File: config.mk
export PLATFORM = sky130hd
export DESIGN_NAME = srx_receiver
export DESIGN_NICKNAME = d
export VERILOG_FILES = /design/src/rtl/srx_pkg.sv /design/src/rtl/srx_sync.sv /design/src/rtl/srx_timing.sv /design/src/rtl/srx_hold.sv /design/src/rtl/srx_receiver.sv
export SDC_FILE = /design/constraint.sdc
export NUM_CORES = 1
export LEC_CHECK = 0
export ABC_AREA = 0
export CORE_UTILIZATION = 54
export CTS_CLUSTER_DIAMETER = 100
export DETAILED_ROUTE_END_ITERATION = 8
export GPL_TIMING_DRIVEN = 0
export PLACE_DENSITY = 0.85
export SYNTH_ARGS = -nofsm -noshare
export SYNTH_HDL_FRONTEND = slang
export SYNTH_SLANG_ARGS = --single-unit
File: constraint.sdc
create_clock -name clk -period 2.6 [get_ports clk]
set_clock_uncertainty 0.1 [all_clocks]
set_input_delay 0.26 -clock clk [delete_from_list [all_inputs] [get_ports clk]]
set_output_delay 0.26 -clock clk [all_outputs]
set_load 0.005 [all_outputs]
File: src/rtl/srx_pkg.sv
package srx_pkg;

  typedef enum logic [1:0] {
    ST_IDLE  = 2'd0,
    ST_START = 2'd1,
    ST_DATA  = 2'd2,
    ST_STOP  = 2'd3
  } srx_state_e;

  // Tick index (from zero) at which the start bit centre is sampled.
  function automatic int centre_tick(input int ovs);
    return ovs / 2 - 1;
  endfunction

  // Tick index (from zero) closing a full bit period.
  function automatic int bit_end_tick(input int ovs);
    return ovs - 1;
  endfunction

  // Overrun flag next-state rule.
  function automatic logic next_overrun(input logic done, input logic ready,
                                        input logic rd, input logic cur);
    if (done) return (ready && !rd) ? 1'b1 : (cur && !rd);
    if (rd)   return 1'b0;
    return cur;
  endfunction

endpackage

File: src/rtl/srx_sync.sv
module srx_sync #(
  parameter int STAGES = 2
) (
  input  logic clk,
  input  logic rst_n,
  input  logic din,
  output logic line_q,
  output logic fall_evt
);
  logic [STAGES-1:0] chain;
  logic              prev_q;

  always_ff @(posedge clk or negedge rst_n) begin
    if (!rst_n) begin
      chain  <= '1;
      prev_q <= 1'b1;
    end else begin
      chain[0] <= din;
      for (int i = 1; i < STAGES; i++) chain[i] <= chain[i-1];
      prev_q <= chain[STAGES-1];
    end
  end

  assign line_q   = chain[STAGES-1];
  assign fall_evt = prev_q & ~line_q;
endmodule

File: src/rtl/srx_timing.sv
module srx_timing
  import srx_pkg::*;
#(
  parameter int DATA_W = 8,
  parameter int OVS    = 16
) (
  input  logic              clk,
  input  logic              rst_n,
  input  logic              tick,
  input  logic              line,
  input  logic              fall_evt,
  output logic [DATA_W-1:0] char_q,
  output logic              done_evt,
  output logic              abort_evt,
  output logic              stop_ok,
  output logic              busy
);
  localparam int CNT_W = $clog2(OVS);
  localparam int BIT_W = (DATA_W > 1) ? $clog2(DATA_W) : 1;
  localparam logic [CNT_W-1:0] CTR_MID  = CNT_W'(centre_tick(OVS));
  localparam logic [CNT_W-1:0] CTR_END  = CNT_W'(bit_end_tick(OVS));
  localparam logic [BIT_W-1:0] BIT_LAST = BIT_W'(DATA_W - 1);

  srx_state_e       state;
  logic [CNT_W-1:0] cnt;
  logic [BIT_W-1:0] bit_idx;

  always_ff @(posedge clk or negedge rst_n) begin
    if (!rst_n) begin
      state   <= ST_IDLE;
      cnt     <= '0;
      bit_idx <= '0;
      char_q  <= '0;
    end else begin
      case (state)
        ST_IDLE: begin
          cnt     <= '0;
          bit_idx <= '0;
          if (fall_evt) state <= ST_START;
        end
        ST_START: if (tick) begin
          if (cnt == CTR_MID) begin
            cnt   <= '0;
            state <= line ? ST_IDLE : ST_DATA;
          end else cnt <= cnt + 1'b1;
        end
        ST_DATA: if (tick) begin
          if (cnt == CTR_END) begin
            cnt    <= '0;
            char_q <= {line, char_q[DATA_W-1:1]};
            if (bit_idx == BIT_LAST) begin
              bit_idx <= '0;
              state   <= ST_STOP;
            end else bit_idx <= bit_idx + 1'b1;
          end else cnt <= cnt + 1'b1;
        end
        ST_STOP: if (tick) begin
          if (cnt == CTR_END) begin
            cnt   <= '0;
            state <= ST_IDLE;
          end else cnt <= cnt + 1'b1;
        end
        default: state <= ST_IDLE;
      endcase
    end
  end

  assign done_evt  = tick && (state == ST_STOP) && (cnt == CTR_END);
  assign abort_evt = tick && (state == ST_START) && (cnt == CTR_MID) && line;
  assign stop_ok   = line;
  assign busy      = (state != ST_IDLE);
endmodule

File: src/rtl/srx_hold.sv
module srx_hold
  import srx_pkg::*;
#(
  parameter int DATA_W = 8
) (
  input  logic              clk,
  input  logic              rst_n,
  input  logic              done_evt,
  input  logic              stop_ok,
  input  logic [DATA_W-1:0] char_in,
  input  logic              rd,
  output logic [DATA_W-1:0] data_q,
  output logic              valid_q,
  output logic              ready_q,
  output logic              frame_q,
  output logic              overrun_q
);
  always_ff @(posedge clk or negedge rst_n) begin
    if (!rst_n) begin
      data_q    <= '0;
      valid_q   <= 1'b0;
      ready_q   <= 1'b0;
      frame_q   <= 1'b0;
      overrun_q <= 1'b0;
    end else begin
      valid_q   <= done_evt;
      overrun_q <= next_overrun(done_evt, ready_q, rd, overrun_q);
      if (done_evt) begin
        data_q  <= char_in;
        ready_q <= 1'b1;
        frame_q <= ~stop_ok;
      end else if (rd) begin
        ready_q <= 1'b0;
      end
    end
  end
endmodule

File: src/rtl/srx_receiver.sv
module srx_receiver #(
  parameter int DATA_W      = 8,
  parameter int OVS         = 16,
  parameter int SYNC_STAGES = 2
) (
  input  logic              clk,
  input  logic              rst_n,
  input  logic              tick16,
  input  logic              rxd_in,
  input  logic              rd_strobe,
  output logic [DATA_W-1:0] data_out,
  output logic              data_valid,
  output logic [2:0]        rx_status
);
  logic              line_s;
  logic              fall_evt;
  logic              done_evt;
  logic              abort_evt;
  logic              stop_ok;
  logic              busy;
  logic [DATA_W-1:0] char_q;
  logic              ready_q, frame_q, overrun_q;

  srx_sync #(.STAGES(SYNC_STAGES)) u_sync (
    .clk(clk), .rst_n(rst_n), .din(rxd_in),
    .line_q(line_s), .fall_evt(fall_evt)
  );

  srx_timing #(.DATA_W(DATA_W), .OVS(OVS)) u_timing (
    .clk(clk), .rst_n(rst_n), .tick(tick16), .line(line_s),
    .fall_evt(fall_evt), .char_q(char_q), .done_evt(done_evt),
    .abort_evt(abort_evt), .stop_ok(stop_ok), .busy(busy)
  );

  srx_hold #(.DATA_W(DATA_W)) u_hold (
    .clk(clk), .rst_n(rst_n), .done_evt(done_evt), .stop_ok(stop_ok),
    .char_in(char_q), .rd(rd_strobe), .data_q(data_out),
    .valid_q(data_valid), .ready_q(ready_q), .frame_q(frame_q),
    .overrun_q(overrun_q)
  );

  assign rx_status = {overrun_q, frame_q, ready_q};
endmodule

; ---- Word-level counts from Yosys, hierarchy flattened
; Index checks and enable logic that the tools add are counted.
[word_totals]
ff_bits = 32
latch_bits = 0
mem_bits_rw = 0
mem_bits_ro = 0
in_bits = 5
output_inout_bits = 12
word_cells = 73
mem_count = 0
[op_classes]
add_sub_neg = 2
multipliers = 0
n_div = 0
order_cmp = 0
eq_ne = 15
n_shift = 0
mux = 29
bitwise_logic = 2
n_reduce_logical = 14
[ops]
columns = operator, n
row1 = 2-bit two-way mux, 9
row2 = 4-bit two-way mux, 4
row3 = 4-bit case mux with 3 select lines, 1
row4 = 1-bit two-way mux, 10
row5 = 2-bit != test (second input constant), 5
row6 = 3-bit two-way mux, 3
row7 = 2-bit by 1-bit != test with 1-bit output (second input constant), 4
row8 = 2-bit case mux with 4 select lines, 1
row9 = 8-bit AND reduction, 1
row10 = 3-bit case mux with 2 select lines, 1
row11 = 3-bit AND reduction, 2
row12 = 2-bit nonzero test, 3
row13 = 4-bit by 1-bit adder with 4-bit output (second input constant), 1
row14 = 2-bit equality test (second input constant), 2
row15 = 4-bit by 3-bit equality test with 1-bit output (second input constant), 1
row16 = 4-bit equality test (second input constant), 1
row17 = 1-bit logical AND, 4
row18 = 3-bit by 1-bit adder with 3-bit output (second input constant), 1
row19 = 3-bit equality test (second input constant), 1
row20 = 2-bit by 1-bit equality test with 1-bit output (second input constant), 1
row21 = 2-bit zero test, 1
row22 = 2-bit AND reduction, 1
row23 = 2-bit OR reduction, 1
row24 = 1-bit AND, 1
row25 = other kinds (2), 2

; ---- Depth between registers and ports, before layout
; Gate-level depths: netlist of run 1.
[depth]
depth_word = 7
depth_mapped = 6

; ---- Modules after synthesis
; A second synthesis of run 1 with hierarchy kept.
[unflattened]
cells_unflattened = 119
hier_area_um2 = 1555.2
[modules_own_cells]
columns = mod, instances, cells_per_inst, area_per_inst_um2
row1 = srx_timing, 1, 85, 977.2
row2 = srx_hold, 1, 27, 462.9
row3 = srx_sync, 1, 4, 92.6
row4 = srx_receiver, 1, 3, 22.5

; ---- Worst setup path before layout of run 1
; OpenSTA, ideal clock, no wires.
[synth_path]
path_type = register to register
start = register u_timing.cnt[0]
end = register u_timing.char_q[0]
arrival_ns = 1.637
required_time_ns = 2.375
slack_ns = 0.738
stages_incl_launch_ff = 6
path_buffers = 1
cell_sequence = dfrtp_1 > ha_1 > and4_1 > buf_4 > nor3b_4 > mux2_2
[synth_via]
elab_chain_len = 2
[synth_lines]
columns = element, line
row1 = "start, declared", srx_timing.sv:25  ; logic [CNT_W-1:0] cnt;
row2 = "start signal, assigned", srx_timing.sv:45  ; end else cnt <= cnt + 1'b1;
row3 = "start signal, assigned", srx_timing.sv:55  ; end else cnt <= cnt + 1'b1;
row4 = "start signal, assigned", srx_timing.sv:61  ; end else cnt <= cnt + 1'b1;
row5 = 4-bit equality test, srx_timing.sv:48  ; if (cnt == CTR_END) begin
row6 = 3-bit AND reduction (no line), --
row7 = "end signal, assigned", srx_timing.sv:50  ; char_q <= {line, char_q[DATA_W-1:1]};
row8 = "end, declared", srx_timing.sv:12  ; output logic [DATA_W-1:0] char_q,
; Every way passes these cells.
; A chain may end at the register's enable or synchronous reset.

; ---- Worst setup path after layout of run 1
[layout_path]
start = register u_timing.cnt[0]
end = register u_timing.char_q[6]
; Same word-level chain as after synthesis.

==> results.py, run 1 <==
metrics = {
    "worst_setup_path": {
        "r2r_start": "u_timing.cnt[0]",
        "crit_path_end_kind": "register",
        "setup.worst_path.class": "reg2reg",
        "worst-r2r-cell-count": 5,
        "cp.required_ns": 2.73,
        "crit_path_end": "u_timing.char_q[6]",
        "worst-path-max-fanout": 8,
        "worst_setup_path_start_kind": "register",
        "reg2reg_setup_slack_ns": 0.47,
        "worst_r2r_endpoint": "u_timing.char_q[6]",
        "worst_setup_path_startpoint": "u_timing.cnt[0]",
        "cp.arrival_ns": 2.25,
    },
    "clocking": {
        "cts_root_buf": "sky130_fd_sc_hd__clkbuf_4",
        "clkSlewWorstSetupHoldPaths_ns": 0.09,
        "ctsLongestPathBuffers": 2,
        "cts_post_setup_buffers_inserted": 0,
        "cts_hold_buffers": 0,
        "cts_sinks": 32,
        "clk_latency_ns": 0.34,
        "h_tree_depth_reported_by_cts": 2,
        "count_of_cells_resized_by_post_cts_repair": 0,
        "tritoncts": "yes",
        "inserted_clock_buffers": 5,
    },
    "die": {
        "die_width_um": 53.2,
        "die_height_um": 53.2,
        "floorplan.initialDensity_pct": 57.1,
        "dieArea_um2": 2830,
        "core_um2": 2480,
        "row_count": 18,
        "ios": 17,
    },
    "drt": {
        "detailroute.via_count": 923,
        "detail_route.wirelength_um": 2510,
        "detail-route-antenna-nets": 0,
        "dr.first_iter.drc_count": 13,
        "routed_wire_length_per_instance_um": 15.1,
        "drt_pre_antenna_iters": 4,
        "drc": 0,
        "routed_via_density": 5.56,
    },
    "final_layout": {
        "antennaDiodeCount": 0,
        "final_cell_mix": "sky130_fd_sc_hd__dfrtp_1, sky130_fd_sc_hd__mux2_2, sky130_fd_sc_hd__clkdlybuf4s50_1, sky130_fd_sc_hd__nand2_1",
        "area.growth.synth_to_final_pct": 18.1,
        "n_fill_cell": 192,
        "nNetsFinal": 143,
        "commonest_non_fill_non_tap_cell_in_the_layout": "sky130_fd_sc_hd__dfrtp_1",
        "post_route_cells_drive_above_1_share_pct": 27.2,
        "stdcell_area_um2": 1670,
        "post-route-util_pct": 67.4,
    },
    "sta": {
        "achievable_clock_frequency_ghz": 0.471,
        "worst_hold_slack_ns": 0.125,
        "hold_violations": 0,
        "worst-slew-pin-transition_ns": 0.681,
        "final_max_slew_viol_count": 0,
        "max_slew_margin_vs_limit_pct": 54.6,
        "layout_min_cycle_time_ns": 2.13,
        "fin_setup_tns_ns": 0,
        "min_period_over_period_pct": 81.7,
        "final-setup-viol-count": 0,
        "unrepaired_setup_endpoints_after_global_routing": "false",
    },
    "yosys": {
        "synth-edff-count": 0,
        "async_reset_ff_share_pct": 100,
        "postSynth.topFlopCell": "sky130_fd_sc_hd__dfrtp_1",
        "postSynthRegisterBits": 32,
        "postSynthNetCount": 120,
        "synth.yosys.warnings": 0,
        "netlist_instances": 112,
        "ys_seq_area_share_pct": 56.9,
        "synthDistinctLibCells": 30,
        "synth.avg_cell_area_um2": 12.6,
        "synth.cell_area_um2": 1410,
    },
    "global_route": {
        "via_count_of_the_first_global_routing_pass": 911,
        "number_of_antenna_violations_at_the_first_check_in_global_routing": 0,
        "grt_pass1_wl_um": 4010,
        "grt_start_max_net_pins": 33,
        "gr-usage-all-layers_pct": 21.3,
        "grt_overflow_total": 0,
    },
    "placed_design": {
        "portBuffers": 15,
        "dp_hpwl_um": 1770,
        "placed_area_um2": 1600,
        "place_congestion": 0.837,
    },
    "outcome": {
        "run_status": "finished clean",
    },
    "power": {
        "p_per_area_nw_per_um2": 675,
        "clkPwrFrac_pct": 26.5,
        "total_power_w": 0.00113,
        "sequentialPowerShare_pct": 50.5,
        "power_report.internal_total_w": 0.000769,
        "share_comb_of_total_power_pct": 23.0,
        "power.switching_fraction_pct": 31.8,
        "power.switching_w": 0.000359,
        "irDropWorstVdd_v": 0.000410,
        "power.leakage_nw": 0.809,
    },
    "min_path": {
        "holdCritPathClass": "in2reg",
    },
    "flow_run": {
        "max_cap_violations": 0,
    },
}
-- worst min path at each step --
stage,start,endpoint,slack [ns],cells past startpoint
6_report,tick16,u_timing.cnt[3],0.12,2
5_1_grt,tick16,u_timing.cnt[3],0.15,2
4_1_cts,tick16,u_timing.cnt[3],0.11,2
3_5_place_dp,u_sync.chain[0],u_sync.chain[1],0.25,0
3_3_place_gp,u_sync.chain[0],u_sync.chain[1],0.25,0
2_1_floorplan,rst_n,async pin,-0.14,0
-- metal layers --
| layer | vias up | part of all wire, % | track usage [%] |
|---|---|---|---|
| met2 | 22 | 51 | 34.2 |
| met4 | 0 | 2.5 | 11.4 |
| met1 | 462 | 43 | 24.5 |
| met3 | 7 | 4.0 | 7.76 |
| met5 | - | 0 | 0 |
| li1 | 432 | - | - |
-- area by class of cell --
cell class,instances,area (um^2),share of cell area (%)
Buffer,11,63.8,3.82
Sequential cell,32,805,48.2
Clock buffer,7,55.1,3.30
Tap cell,30,37.5,2.25
Timing Repair Buffer,16,155,9.30
Multi-Input combinational cell,65,531,31.8
Clock inverter,1,7.51,0.450
Inverter,4,15.0,0.900
-- critical path, stage by stage, from the launching register on --
cell and delay (ns):
sky130_fd_sc_hd__dfrtp_1 0.45, sky130_fd_sc_hd__ha_1 0.27, sky130_fd_sc_hd__and4_1 0.21, sky130_fd_sc_hd__buf_4 0.15
sky130_fd_sc_hd__nor3b_4 0.45, sky130_fd_sc_hd__mux2_2 0.40
-- kinds of logic after synthesis --
| kind of cell | count (synthesis) | share of synthesized area (%) |
|---|---|---|
| AOI/OAI and AO/OA | 19 | 9.03 |
| xor gates and xnor gates | 2 | 1.24 |
| adders and majority gates | 3 | 2.66 |
| buffers and inverters | 15 | 5.57 |
| DFF | 32 | 56.9 |
| muxes | 21 | 16.4 |
| and+or+nand+nor | 20 | 8.23 |
-- state kept, by name (all words and copies together), names as in the netlist, named ones only --
signal and count:
u_sync.chain 2, u_timing.bit_idx 3, u_hold.valid_q 1, u_timing.state 1, u_sync.prev_q 1, u_timing.char_q 8, u_hold.ready_q 1, u_hold.overrun_q 1
u_hold.data_q 8, u_hold.frame_q 1, u_timing.cnt 4
-- power by group through the flow --
stage | logic, W | clock network, W | registers (W)
after floorplan | 0.000198 | 0 | 0.000572
after global placement | 0.000244 | 0 | 0.000575
after detailed placement | 0.000256 | 0 | 0.000579
after CTS | 0.000258 | 0.000311 | 0.000569
after global routing | 0.000291 | 0.000327 | 0.000576
final | 0.000260 | 0.000298 | 0.000570
-- Yosys cell counts (all sizes together) (3+ instances only) --
| cell | n | share of area, % |
|---|---|---|
| a21oi | 4 | 1.4 |
| buf | 7 | 3.4 |
| clkbuf | 4 | 1.2 |
| dfrtp | 29 | 51 |
| dfstp | 3 | 5.6 |
| ha | 3 | 2.7 |
| inv | 4 | 1.1 |
| mux2 | 17 | 14 |
| mux2i | 4 | 2.8 |
| nand2 | 6 | 1.6 |
| nor2 | 4 | 1.1 |
| o21ai | 5 | 1.8 |
-- through the flow --
stage,setup slack [ns],cells
floorplan,0.738,112
global placement,0.550,157
detailed placement,0.480,157
CTS,0.472,165
global route,0.359,166
finish,0.475,166
(Power assumes the default switching activity.)
==> run 2, diff against run 1 <==
Clock period 2.6 ns to 2.1 ns, I/O delays scaled along.
==> run 2 against run 1 <==
Design area grew 1.0%. Clock power grew 24%. Sequential share of layout area shrank 0.50 points. Die area unchanged. Flip-flop and latch count did not move. Hold slack worse by 0.048 ns. Critical path depth grew 1. Register-to-register slack got worse by 0.38 ns. Clock-buffer cell count is the same. Largest power group unchanged.
==> results.py, run 2 (synthesis results as in run 1) <==
metrics = {
    "min_path": {
        "min-delay-start": "tick16",
        "holdCritPathClass": "in2reg",
        "hold_critical_path_endpoint": "u_timing.cnt[3]",
        "min_delay_path_depth": 2,
    },
    "drt": {
        "detailroute.via_count": 918,
        "routed_wire_length_per_instance_um": 15.1,
        "detail_route.wirelength_um": 2540,
        "drc": 0,
        "drt_pre_antenna_iters": 4,
        "routed_via_density": 5.46,
        "dr.first_iter.drc_count": 16,
        "detail-route-antenna-nets": 0,
    },
    "worst_setup_path": {
        "r2r_start": "u_timing.cnt[0]",
        "worst-path-max-fanout": 10,
        "cp.required_ns": 2.22,
        "worst-r2r-cell-count": 6,
        "worst_setup_path_start_kind": "register",
        "crit_slowest_cell": "sky130_fd_sc_hd__dfrtp_1",
        "crit_top_cell": "sky130_fd_sc_hd__buf_4",
        "crit_path_end_kind": "register",
        "critical-path-max-stage-delay_ns": 0.46,
        "path_cells": "ha_2, and4_1, buf_4, and3_1, buf_4, mux2_2",
        "cp.arrival_ns": 2.13,
        "buffer_and_inverter_count_on_the_worst_path": 2,
        "worst_r2r_endpoint": "u_hold.frame_q",
        "cp_top_family": "flip-flops",
        "reg2reg_setup_slack_ns": 0.1,
        "setup.worst_path.class": "reg2reg",
    },
    "power": {
        "clkPwrFrac_pct": 26.5,
        "p_per_area_nw_per_um2": 829,
        "power.switching_fraction_pct": 31.8,
        "power.leakage_nw": 0.818,
        "power_report.internal_total_w": 0.000954,
        "power.switching_w": 0.000445,
        "irDropWorstVdd_v": 0.000507,
        "share_comb_of_total_power_pct": 23.0,
        "sequentialPowerShare_pct": 50.5,
    },
    "sta": {
        "min_period_over_period_pct": 95.5,
        "achievable_clock_frequency_ghz": 0.499,
        "hold_violations": 0,
        "worst-slew-pin-transition_ns": 0.686,
        "layout_min_cycle_time_ns": 2.00,
        "final-setup-viol-count": 0,
        "final_max_slew_viol_count": 0,
        "worst_hold_slack_ns": 0.0769,
        "max_slew_margin_vs_limit_pct": 54.3,
    },
    "die": {
        "row_count": 18,
        "floorplan.initialDensity_pct": 57.1,
        "ios": 17,
        "core_um2": 2480,
        "die_width_um": 53.2,
        "die_height_um": 53.2,
        "dieArea_um2": 2830,
    },
    "final_layout": {
        "post_route_cells_drive_above_1_share_pct": 29.0,
        "area.growth.synth_to_final_pct": 19.3,
        "final_cell_mix": "sky130_fd_sc_hd__dfrtp_1, sky130_fd_sc_hd__mux2_2, sky130_fd_sc_hd__clkdlybuf4s50_1, sky130_fd_sc_hd__buf_4, sky130_fd_sc_hd__nand2_1",
        "nNetsFinal": 145,
        "final_cells": 168,
        "commonest_non_fill_non_tap_cell_in_the_layout": "sky130_fd_sc_hd__dfrtp_1",
        "layout_top_registers": "u_hold.data_q: 8 flops, u_timing.char_q: 8 flops, u_timing.cnt: 4 flops",
        "antennaDiodeCount": 0,
    },
    "clocking": {
        "cts_root_buf": "sky130_fd_sc_hd__clkbuf_4",
        "tritoncts": "yes",
        "h_tree_depth_reported_by_cts": 2,
        "cts_sinks": 32,
        "clk_latency_ns": 0.34,
        "inserted_clock_buffers": 5,
        "ctsLongestPathBuffers": 2,
        "clkSlewWorstSetupHoldPaths_ns": 0.09,
    },
    "global_route": {
        "grt_pass1_wl_um": 4060,
        "grt_start_max_net_pins": 33,
        "via_count_of_the_first_global_routing_pass": 908,
        "number_of_antenna_violations_at_the_first_check_in_global_routing": 0,
        "grt_overflow_total": 0,
        "gr-usage-all-layers_pct": 21.6,
    },
    "placed_design": {
        "portBuffers": 15,
        "numPlacedInstances": 157,
        "place_congestion": 0.837,
        "dp_hpwl_um": 1770,
    },
    "flow_run": {
        "max_cap_violations": 0,
    },
    "outcome": {
        "run_status": "finished clean",
    },
}
## run 2: cell count changes in the layout (fill, tap and decap cells not counted), sizes merged
cell  previous run  this run
buf              8        10
## run 2: metal layers
layer,GRT usage [%],wire (um),vias up
li1,-,-,438
met1,24.9,1090,456
met2,35.4,1300,17
met3,7.76,91,7
met4,10.5,58,0
met5,0,0,-
## run 2: repair_timing
item,CTS,global route
endpoints found under the setup margin,8,13
cloned,0,0
hold buffers,0,1
endpoints found under the hold margin,0,29
setup buffers,2,0
resized for setup,0,1
## run 2: final cells by class
| type | instances | area, um^2 |
|---|---|---|
| buffer | 11 | 63.8 |
| timing repair buffer | 18 | 170 |
| inverter | 4 | 15.0 |
| clock inverter | 1 | 7.51 |
| tap | 30 | 37.5 |
| sequential | 32 | 805 |
| fill | 192 | 791 |
| multi-input combinational | 65 | 533 |
| clock buffer | 7 | 55.1 |
## run 2: how the worst max path moves through the flow
stage / startpoint / endpoint / slack (ns) / depth (start not counted)
6_report: u_timing.cnt[0] / u_hold.frame_q / 0.1 / 6
5_1_grt: u_timing.cnt[0] / u_hold.frame_q / -0.003 / 6
4_1_cts: u_timing.cnt[0] / u_hold.frame_q / 0.08 / 6
3_5_place_dp: u_timing.cnt[0] / u_timing.char_q[3] / -0.02 / 5
3_3_place_gp: u_timing.cnt[0] / u_timing.char_q[4] / 0.05 / 5
2_1_floorplan: u_timing.cnt[0] / u_timing.char_q[0] / 0.24 / 5
## run 2: power by group through the flow
stage	combinational [W]	clock (W)	sequential, W
after floorplan	0.000245	0	0.000708
after global placement	0.000303	0	0.000712
after detailed placement	0.000317	0	0.000717
after CTS	0.000320	0.000385	0.000705
after global routing	0.000365	0.000405	0.000716
final	0.000322	0.000371	0.000707
## run 2: worst register-to-register path: cells and delay by family (launching register included)
kind,cells,cell delay (ns)
flip-flops,1,0.46
AND/OR/NAND/NOR,2,0.38
buffers and inverters,2,0.35
adder cells (fa/ha/maj),1,0.26
multiplexers,1,0.35
## run 2: through the flow
step / power [W] / TNS, ns / utilization [%] / setup WS, ns / area, um^2
3_5_place_dp: 0.00103 / -0.0862 / 64.6 / -0.0205 / 1600
2_1_floorplan: 0.000953 / 0 / - / 0.238 / 1410
6_report: 0.00140 / 0 / 68.1 / 0.0953 / 1690
5_1_grt: 0.00149 / -0.00324 / 68.1 / -0.00324 / 1690
4_1_cts: 0.00141 / 0 / 67.8 / 0.0787 / 1680
3_3_place_gp: 0.00102 / 0 / 64.6 / 0.0498 / 1600
==> run 3, diff against run 2 <==
--- a/config.mk
+++ b/config.mk
@@ -11,3 +11,2 @@
 export DETAILED_ROUTE_END_ITERATION = 8
-export GPL_TIMING_DRIVEN = 0
 export PLACE_DENSITY = 0.85
==> constraint.sdc (replaced) <==
create_clock -name clk -period 2.1 [get_ports clk]
set_clock_uncertainty 0.1 [all_clocks]
set_input_delay 0.525 -clock clk [delete_from_list [all_inputs] [get_ports clk]]
set_output_delay 0.525 -clock clk [all_outputs]
set_load 0.005 [all_outputs]
==> run 3 against run 2 <==
Sequential share of layout area increased by 1.1 points. Register-to-register slack better by 0.09 ns. Hold slack better by 0.18 ns. Utilization down 1.6 points. Total power decreased by 5.5%. Non-clock buffer count decreased by 8. First-iteration DRC count fell by 44%. Critical path depth decreased by 1. Via count down 6.0%. Sequential power grew 12%. Clock-buffer cell count did not move.
==> results.py, run 3 (synthesis results as in run 1) <==
metrics = {
    "clocking": {
        "cts_post_setup_buffers_inserted": 0,
        "ctsLongestPathBuffers": 2,
        "cts_root_buf": "sky130_fd_sc_hd__clkbuf_4",
        "cts_sinks": 32,
        "count_of_cells_resized_by_post_cts_repair": 0,
        "cts_hold_buffers": 0,
        "inserted_clock_buffers": 5,
        "h_tree_depth_reported_by_cts": 2,
        "clk_latency_ns": 0.33,
        "clkSlewWorstSetupHoldPaths_ns": 0.09,
        "tritoncts": "yes",
    },
    "die": {
        "die_height_um": 53.2,
        "floorplan.initialDensity_pct": 57.1,
        "core_um2": 2480,
        "row_count": 18,
        "ios": 17,
        "die_width_um": 53.2,
        "dieArea_um2": 2830,
    },
    "placed_design": {
        "numPlacedInstances": 152,
        "dp_hpwl_um": 1600,
        "place_congestion": 0.731,
        "portBuffers": 16,
        "placed_area_um2": 1600,
    },
    "sta": {
        "final-setup-viol-count": 0,
        "min_period_over_period_pct": 91.1,
        "final_max_slew_viol_count": 0,
        "unrepaired_setup_endpoints_after_global_routing": "false",
        "worst-slew-pin-transition_ns": 0.528,
        "hold_violations": 0,
        "achievable_clock_frequency_ghz": 0.523,
        "max_slew_margin_vs_limit_pct": 64.8,
        "layout_min_cycle_time_ns": 1.91,
    },
    "power": {
        "total_power_w": 0.00132,
        "power_report.internal_total_w": 0.000900,
        "power.leakage_nw": 0.791,
        "power.switching_w": 0.000421,
        "p_per_area_nw_per_um2": 802,
        "sequentialPowerShare_pct": 59.9,
        "share_comb_of_total_power_pct": 15.9,
        "clkPwrFrac_pct": 24.1,
        "power.switching_fraction_pct": 31.9,
        "irDropWorstVdd_v": 0.000657,
    },
    "final_layout": {
        "antennaDiodeCount": 0,
        "final_cell_mix": "sky130_fd_sc_hd__dfrtp_1, sky130_fd_sc_hd__mux2_2, sky130_fd_sc_hd__clkdlybuf4s50_1, sky130_fd_sc_hd__nand2_1",
        "post-route-util_pct": 66.5,
        "nNetsFinal": 137,
        "n_fill_cell": 186,
        "area.growth.synth_to_final_pct": 16.5,
        "final_cells": 160,
        "commonest_non_fill_non_tap_cell_in_the_layout": "sky130_fd_sc_hd__dfrtp_1",
        "stdcell_area_um2": 1650,
        "post_route_cells_drive_above_1_share_pct": 24.6,
        "layout_top_registers": "u_hold.data_q: 8 flops, u_timing.char_q: 8 flops, u_timing.cnt: 4 flops",
    },
    "flow_run": {
        "max_cap_violations": 0,
    },
    "drt": {
        "detail-route-antenna-nets": 0,
        "drt_pre_antenna_iters": 4,
        "detailroute.via_count": 863,
        "drc": 0,
        "detail_route.wirelength_um": 2310,
        "dr.first_iter.drc_count": 9,
        "routed_wire_length_per_instance_um": 14.5,
        "routed_via_density": 5.39,
    },
    "worst_setup_path": {
        "cp_top_family": "flip-flops",
        "path_cells": "ha_1, and4_1, nor3b_4, buf_4, mux2_2",
        "worst-r2r-cell-count": 5,
        "cp.required_ns": 2.20,
        "r2r_start": "u_timing.cnt[0]",
        "crit_path_end_kind": "register",
        "reg2reg_setup_slack_ns": 0.19,
        "setup.worst_path.class": "reg2reg",
        "worst_r2r_endpoint": "u_timing.char_q[6]",
        "critical-path-max-stage-delay_ns": 0.44,
        "worst_setup_path_start_kind": "register",
        "buffer_and_inverter_count_on_the_worst_path": 1,
        "worst-path-max-fanout": 8,
        "crit_slowest_cell": "sky130_fd_sc_hd__dfrtp_1",
        "cp.arrival_ns": 2.02,
    },
    "global_route": {
        "grt_start_max_net_pins": 33,
        "gr-usage-all-layers_pct": 19.7,
        "via_count_of_the_first_global_routing_pass": 838,
        "grt_pass1_wl_um": 3840,
        "number_of_antenna_violations_at_the_first_check_in_global_routing": 0,
        "grt_overflow_total": 0,
    },
    "min_path": {
        "holdCritPathClass": "reg2reg",
        "hold_critical_path_endpoint": "u_sync.chain[1]",
        "min-delay-start": "u_sync.chain[0]",
        "min_delay_path_depth": 0,
    },
    "outcome": {
        "run_status": "finished clean",
    },
}
[run 3: changes by cell type in the layout (fill, tap and decap cells not counted)]
| cell | change |
|---|---|
| sky130_fd_sc_hd__buf_2 | -3 |
| sky130_fd_sc_hd__buf_4 | -3 |
| sky130_fd_sc_hd__clkbuf_1 | -2 |
| sky130_fd_sc_hd__clkdlybuf4s50_1 | +2 |
| sky130_fd_sc_hd__buf_12 | +1 |
| sky130_fd_sc_hd__clkbuf_2 | -1 |
| sky130_fd_sc_hd__clkbuf_8 | -1 |
| sky130_fd_sc_hd__clkinv_2 | +1 |
| sky130_fd_sc_hd__clkinvlp_4 | -1 |
| sky130_fd_sc_hd__dlygate4sd3_1 | -1 |
| sky130_fd_sc_hd__ha_1 | +1 |
| sky130_fd_sc_hd__ha_2 | -1 |
[run 3: area by class of cell]
cell class | instances | area (um^2) | share of cell area, %
Multi-Input combinational cell | 65 | 531 | 32.2
Clock buffer | 7 | 45.0 | 2.73
Inverter | 4 | 15.0 | 0.911
Tap cell | 30 | 37.5 | 2.28
Timing Repair Buffer | 21 | 210 | 12.8
Clock inverter | 1 | 5.00 | 0.304
Sequential cell | 32 | 805 | 48.8
[run 3: per-layer routing]
metal / track usage, % / vias up / share of wire, %
met2: 30.4 / 14 / 48
li1: - / 429 / -
met4: 5.26 / 0 / 0.91
met3: 8.05 / 2 / 4.5
met1: 25.6 / 418 / 46
met5: 0 / - / 0
[run 3: power groups by stage]
stage / clock, W / combinational (W) / sequential, W
after floorplan: 0 / 0.000245 / 0.000708
after global placement: 0 / 0.000197 / 0.000793
after detailed placement: 0 / 0.000209 / 0.000797
after CTS: 0.000330 / 0.000213 / 0.000786
after global routing: 0.000360 / 0.000244 / 0.000808
final: 0.000319 / 0.000210 / 0.000792
[run 3: through the flow]
stage                     setup TNS (ns)  hold slack, ns  setup WS, ns
after detailed placement           -1.44           0.250        -0.101
after global placement            -0.903           0.247       -0.0633
after CTS                              0           0.262         0.203
after global routing                   0           0.267        0.0467
final                                  0           0.259         0.188
after floorplan                        0           0.129         0.181
[run 3: how the worst max path moves through the flow]
| stage | start | end | slack, ns | cells past startpoint |
|---|---|---|---|---|
| detailed placement | tick16 | u_timing.char_q[6] | -0.10 | 5 |
| finish | u_timing.cnt[0] | u_timing.char_q[6] | 0.19 | 5 |
| global placement | tick16 | u_timing.char_q[5] | -0.06 | 5 |
| global route | u_timing.cnt[0] | u_timing.char_q[6] | 0.05 | 5 |
| floorplan | tick16 | u_timing.char_q[0] | 0.18 | 5 |
| CTS | u_timing.cnt[0] | u_timing.char_q[6] | 0.20 | 5 |
